## config.mk

```make
export PLATFORM = sky130hd
export DESIGN_NAME = phy_req_handler
export DESIGN_NICKNAME = d
export VERILOG_FILES = /design/src/rtl/phy_req_handler.sv
export SDC_FILE = /design/constraint.sdc
export NUM_CORES = 1
export LEC_CHECK = 0
export ABC_AREA = 1
export BUFFER_PORTS_ARGS = -buffer_cell sky130_fd_sc_hd__buf_2
export CAP_MARGIN = 25
export CORE_MARGIN = 4
export CORE_UTILIZATION = 36
export CTS_CLUSTER_SIZE = 14
export DETAILED_ROUTE_END_ITERATION = 16
export SETUP_SLACK_MARGIN = 0.3
export SYNTH_ARGS = -nofsm -noshare
export SYNTH_HDL_FRONTEND = slang
export SYNTH_SLANG_ARGS = --single-unit
```

## constraint.sdc

```tcl
create_clock -name clk -period 4.8 [get_ports clk]
set_input_delay 1.44 -clock clk [delete_from_list [all_inputs] [get_ports clk]]
set_output_delay 1.44 -clock clk [all_outputs]
set_load 0.005 [all_outputs]
```

## src/rtl/phy_req_handler.sv

```systemverilog
`timescale 1ns/1ps
module phy_req_handler #(
  parameter int AW = 4,
  parameter int DW = 8
) (
  input  logic          clk,
  input  logic          rst_n,
  input  logic          req_valid,
  input  logic [2:0]    req_kind,
  input  logic [AW-1:0] req_addr,
  input  logic [DW-1:0] req_data,
  input  logic          pkt_rx,
  input  logic          pkt_tx,
  input  logic          subgap,
  input  logic          bus_reset,
  input  logic          ret_done,
  output logic          pend_valid,
  output logic [1:0]    pend_class,
  output logic          accel,
  output logic          ret_start,
  output logic [AW-1:0] ret_addr,
  output logic [DW-1:0] ret_data,
  output logic          ret_busy,
  output logic          read_clash
);
  localparam int NREG = 1 << AW;
  localparam logic [2:0] K_WR = 3'd0;
  localparam logic [2:0] K_RD = 3'd1;
  localparam logic [1:0] C_ISO = 2'b10;

  logic [DW-1:0] regs [NREG];

  wire is_wr  = req_valid && (req_kind == K_WR);
  wire is_rd  = req_valid && (req_kind == K_RD);
  wire is_bus = req_valid && req_kind[2];
  wire cancel = pkt_rx || pkt_tx || (subgap && pend_class[1]);

  always_ff @(posedge clk) begin
    if (!rst_n) begin
      for (int i = 0; i < NREG; i++) regs[i] <= '0;
    end else if (is_wr) begin
      regs[req_addr] <= req_data;
    end
  end

  always_ff @(posedge clk) begin
    if (!rst_n) begin
      pend_valid <= 1'b0;
      pend_class <= '0;
      accel      <= 1'b0;
    end else if (bus_reset) begin
      pend_valid <= 1'b0;
      accel      <= 1'b0;
    end else if (pend_valid) begin
      if (cancel) pend_valid <= 1'b0;
    end else if (is_bus) begin
      pend_valid <= 1'b1;
      pend_class <= req_kind[1:0];
      if (req_kind[1:0] == C_ISO) accel <= 1'b1;
    end
  end

  always_ff @(posedge clk) begin
    if (!rst_n) begin
      ret_start  <= 1'b0;
      ret_busy   <= 1'b0;
      read_clash <= 1'b0;
      ret_addr   <= '0;
      ret_data   <= '0;
    end else begin
      ret_start  <= 1'b0;
      read_clash <= 1'b0;
      if (ret_done) ret_busy <= 1'b0;
      if (is_rd) begin
        if (ret_busy) begin
          read_clash <= 1'b1;
        end else begin
          ret_start <= 1'b1;
          ret_busy  <= 1'b1;
          ret_addr  <= req_addr;
          ret_data  <= regs[req_addr];
        end
      end
    end
  end
endmodule

```

# After elaboration in Yosys (flattened, before gate mapping)
# Memories as Yosys holds them, arrays and structs flattened. A register that Yosys moved wholly into a read port is not among the register bits.
# Index checks and enable logic that the tools add are counted.
[totals]
ff_bits = 11
mem_bits_rw = 128
inputBits = 23
output_inout_bits = 19
elab_cells = 43
memories = 1
[memory_table]
columns = ["memory", "depth", "word_bits", "read_ports", "rd_clocked_by_memory_dff", "write_ports", "line", "text"]
rows = [
  ["regs", 16, 8, 1, 1, 16, "31", "logic [DW-1:0] regs [NREG];"],
]
[op_classes]
n_eq_ne = 2
n_mux = 15
n_bitwise = 4
reduce_logical = 14
[ops]
columns = ["op", "count"]
rows = [
  ["$mux 1", 13],
  ["$mux 8", 1],
  ["$reduce_or 8->1", 1],
  ["$reduce_and 3->1", 2],
  ["$logic_and 1x1->1", 4],
  ["$mux 4", 1],
  ["$not 1->1", 4],
  ["$reduce_and 2->1", 2],
  ["$eq 3x1->1 const B", 1],
  ["$logic_not 3->1", 1],
  ["$eq 2x2->1 const B", 1],
  ["$logic_or 1x1->1", 2],
  ["$reduce_or 2->1", 1],
  ["$logic_not 1->1", 1],
]

# Logic depth before layout (Yosys ltp)
[logic_depth]
ltp_word = 7
depth_mapped = 11
depth_no_buf = 9

# Worst setup path before layout
# Ideal clock, no wire load.
[synth_path]
path_type = "input to register"
from = "in req_kind[1]"
to = "mem regs[3][0], enable pin"
arrival_time_ps = 2447
t_required_ps = 4471
slack_ps = 2024
cell_stages = 5
cell_sequence = "nor3_2 -> nand3_1 -> inv_2 -> nand3_2 -> nand2_1"
[synth_rtl]
columns = ["item", "line", "text"]
rows = [
  ["start, declared", "9", "input logic [2:0] req_kind,"],
  ["end, declared", "31", ""],
]

==> impl_metrics.py <==
metrics = {
    "route": {
        "first_pass_iters": 5,
        "drt_wl_total_um": 17100,
        "wire_per_inst_um": 16.65,
        "wl_met3_um": 1120,
        "wl_met2_um": 7874,
        "vias_per_cell": 4.839,
        "drc_errors": 0,
        "vias": 4970,
        "drtIter0Drc": 366,
        "topRoutingLayerUsed": "met4",
        "wl_met1_um": 7820,
        "ant_nets": 0,
    },
    "final_layout": {
        "antenna_cells": 0,
        "nets": 808,
        "utilization_pct": 42.30,
        "area_growth_pct": 14.52,
        "design_area_mm2": 0.007650,
        "drive_above_1_share_pct": 12.66,
        "fillCellCount": 1759,
    },
    "yosys": {
        "synth-seq-cells": 147,
        "ys_warn_count": 0,
        "syn_area_mm2": 0.006680,
        "synth_cell_types": 22,
        "synthCells": 753,
        "yosysSeqAreaShare_pct": 63.23,
        "synth_top_area_share_pct": 57.54,
        "synthesis.nets": 776,
        "synth_flop_cell": "edfxtp_1",
        "synth_area_leaders": "edfxtp_1 (58%), nand2_1 (19%), nor2_1 (8.6%)",
        "yosysMostFrequentCell": "nand2_1",
        "async_reset_ff_share_pct": 0,
        "yosys-top-cells-count": "nand2_1 (333), nor2_1 (153), edfxtp_1 (128), inv_1 (20), nand3_1 (20)",
        "synth_top_area_cell": "edfxtp_1",
        "synth_edf_count": 128,
        "syn_area_per_cell_um2": 8.871,
    },
    "grt": {
        "grt-ovfl-total": 0,
        "track_usage_pct": 16.95,
        "grt_max_degree": 59,
        "grt_first_pass_wirelength_um": 26000,
        "grt_pass1_vias": 4588,
        "antenna_found_initial": 0,
    },
    "clock_network": {
        "clock_latency_ps": 430,
        "numCtsBuffers": 17,
        "cts.repair.resized": 0,
        "postCtsSetupBuffers": 0,
        "h-tree-depth": 4,
        "ctsHoldBuffers": 0,
        "cts.sinks": 147,
        "clockRootBuffer": "clkbuf_16",
        "cts_tree": "yes",
        "cts_buffer_depth": 2,
        "cts.reportedPaths.clkPinSlew_ps": 60,
    },
    "critical_path": {
        "path_cells": "buf_2, buf_4, nand2_1, inv_1, nand3_2, nand2_1",
        "crit_fanout": 58,
        "setup.worst_path.end_class": "flip-flop",
        "rrSetupSlack_ps": 3340,
        "slowest_stage": "buf_4",
        "start_kind": "input port",
        "path_common_cell": "nand2_1",
        "worstPathArrival_ps": 3190,
        "max_stage_delay_ps": 510,
        "required_ps": 4900,
        "worstRegToRegCells": 4,
        "crit-reg2reg-launch": "ret_busy",
        "r2r-end": "ret_data[2]",
        "crit_type": "input port to flip-flop",
    },
    "timing": {
        "period_minus_slack_ps": 3092,
        "fin_ws_ps": 1708,
        "rsz0062_at_grt": "false",
        "setup_violations": 0,
        "min_period_over_period_pct": 64.43,
        "final_hold_viol_count": 0,
        "finClkSkew_ps": 6.951,
        "maxSlewViolCount": 0,
        "fmax_mhz": 323.4,
        "slew_headroom_pct": 38.13,
        "worst_pin_slew_ps": 927.0,
        "setup_tns_ps": 0,
        "hold_ws_ps": 475.6,
    },
    "run": {
        "drv_cap": 0,
    },
    "floorplan": {
        "dieArea_mm2": 0.02080,
        "die_h_um": 144.2,
        "start_util_pct": 36.94,
        "fp-row-count": 49,
        "ioPinCount": 42,
        "coreArea_mm2": 0.01809,
        "die_width_um": 144.2,
    },
    "placement": {
        "port_buffers": 41,
        "gp_congestion": 0.8290,
        "pre_cts_ws_ps": 1266,
        "dpl_cell_area_mm2": 0.007061,
        "dp_hpwl_um": 10950,
    },
    "outcome": {
        "status": "finished, final reports clean",
    },
    "hold_path": {
        "hp-class": "flip-flop to flip-flop",
        "worstHoldEndpoint": "accel",
        "min-delay-start": "accel",
        "min_path_cells": 2,
    },
    "power": {
        "p_leak_nw": 3.342,
        "power_density_mw_per_mm2": 391.1,
        "ir_drop_v": 0.0001952,
    },
}
[worst max-delay path: cells and delay by family]
kind | cells | cell delay, ps
buffers and inverters | 3 | 1050
and+or+nand+nor | 3 | 700
[worst max-delay path by stage]
stage | startpoint | to | cells past startpoint
6_report | req_addr[0] | regs[7][6] | 6
3_3_place_gp | req_addr[0] | regs[3][5] | 6
4_1_cts | req_addr[0] | regs[3][7] | 6
3_5_place_dp | req_addr[0] | regs[3][0] | 6
2_1_floorplan | req_kind[1] | regs[3][0] | 5
5_1_grt | req_addr[0] | regs[7][3] | 6
[per-stage QoR]
| stage | power, mW | instances |
|---|---|---|
| 6_report | 2.992 | 1027 |
| 5_1_grt | 3.087 | 1027 |
| 4_1_cts | 3.001 | 1027 |
| 3_5_place_dp | 1.712 | 995 |
| 3_3_place_gp | 1.711 | 995 |
| 2_1_floorplan | 1.628 | 753 |
[metal layers]
layer / track usage, % / vias up
li1: - / 2477
met1: 23.18 / 2300
met2: 27.02 / 171
met3: 3.836 / 22
met4: 5.302 / 0
met5: 0 / -
[area by class of cell]
class,instances,area [um2],area share [%]
clock buffers,25,549.3,7.180
clock inverters,7,40.04,0.5234
inverters,24,90.09,1.178
multi-input cells,547,2202,28.79
flip-flops and latches,147,4224,55.22
well taps,229,286.5,3.746
repair buffers,48,257.7,3.369
[kinds of logic (layout without fill, tap and decap cells)]
family          count (synthesis)  count (layout)  share of synthesized area (%)
simple gates                  526             526                          31.35
flops                         147             147                          63.23
buf+inv                        59             104                          3.802
compound gates                 21              21                          1.611
[power by group]
part | switching [mW] | internal [mW]
Clock | 0.513 | 0.791
Combinational | 0.165 | 0.0549
Sequential | 0.0205 | 1.45
Total | 0.699 | 2.29
[layout by cell type, fill, tap and decap left out, types with 2 or more instances in the layout]
master     count
nand2_1      333
nor2_1       153
edfxtp_1     128
buf_2         41
inv_1         20
nand3_1       20
clkbuf_16     20
dfxtp_1       19
o21ai_0       12
nand2_2        9
nand3_2        7
a21oi_1        7
buf_4          7
clkinv_2       5
inv_2          3
clkbuf_8       3
clkbuf_1       2
[registers in the layout (all words and copies together) (netlist names)]
register and count:
accel 1, pend_class 2, pend_valid 1, read_clash 1
regs 128, ret_addr 4, ret_busy 1, ret_data 8
ret_start 1
Power figures use the tool's default switching activity.
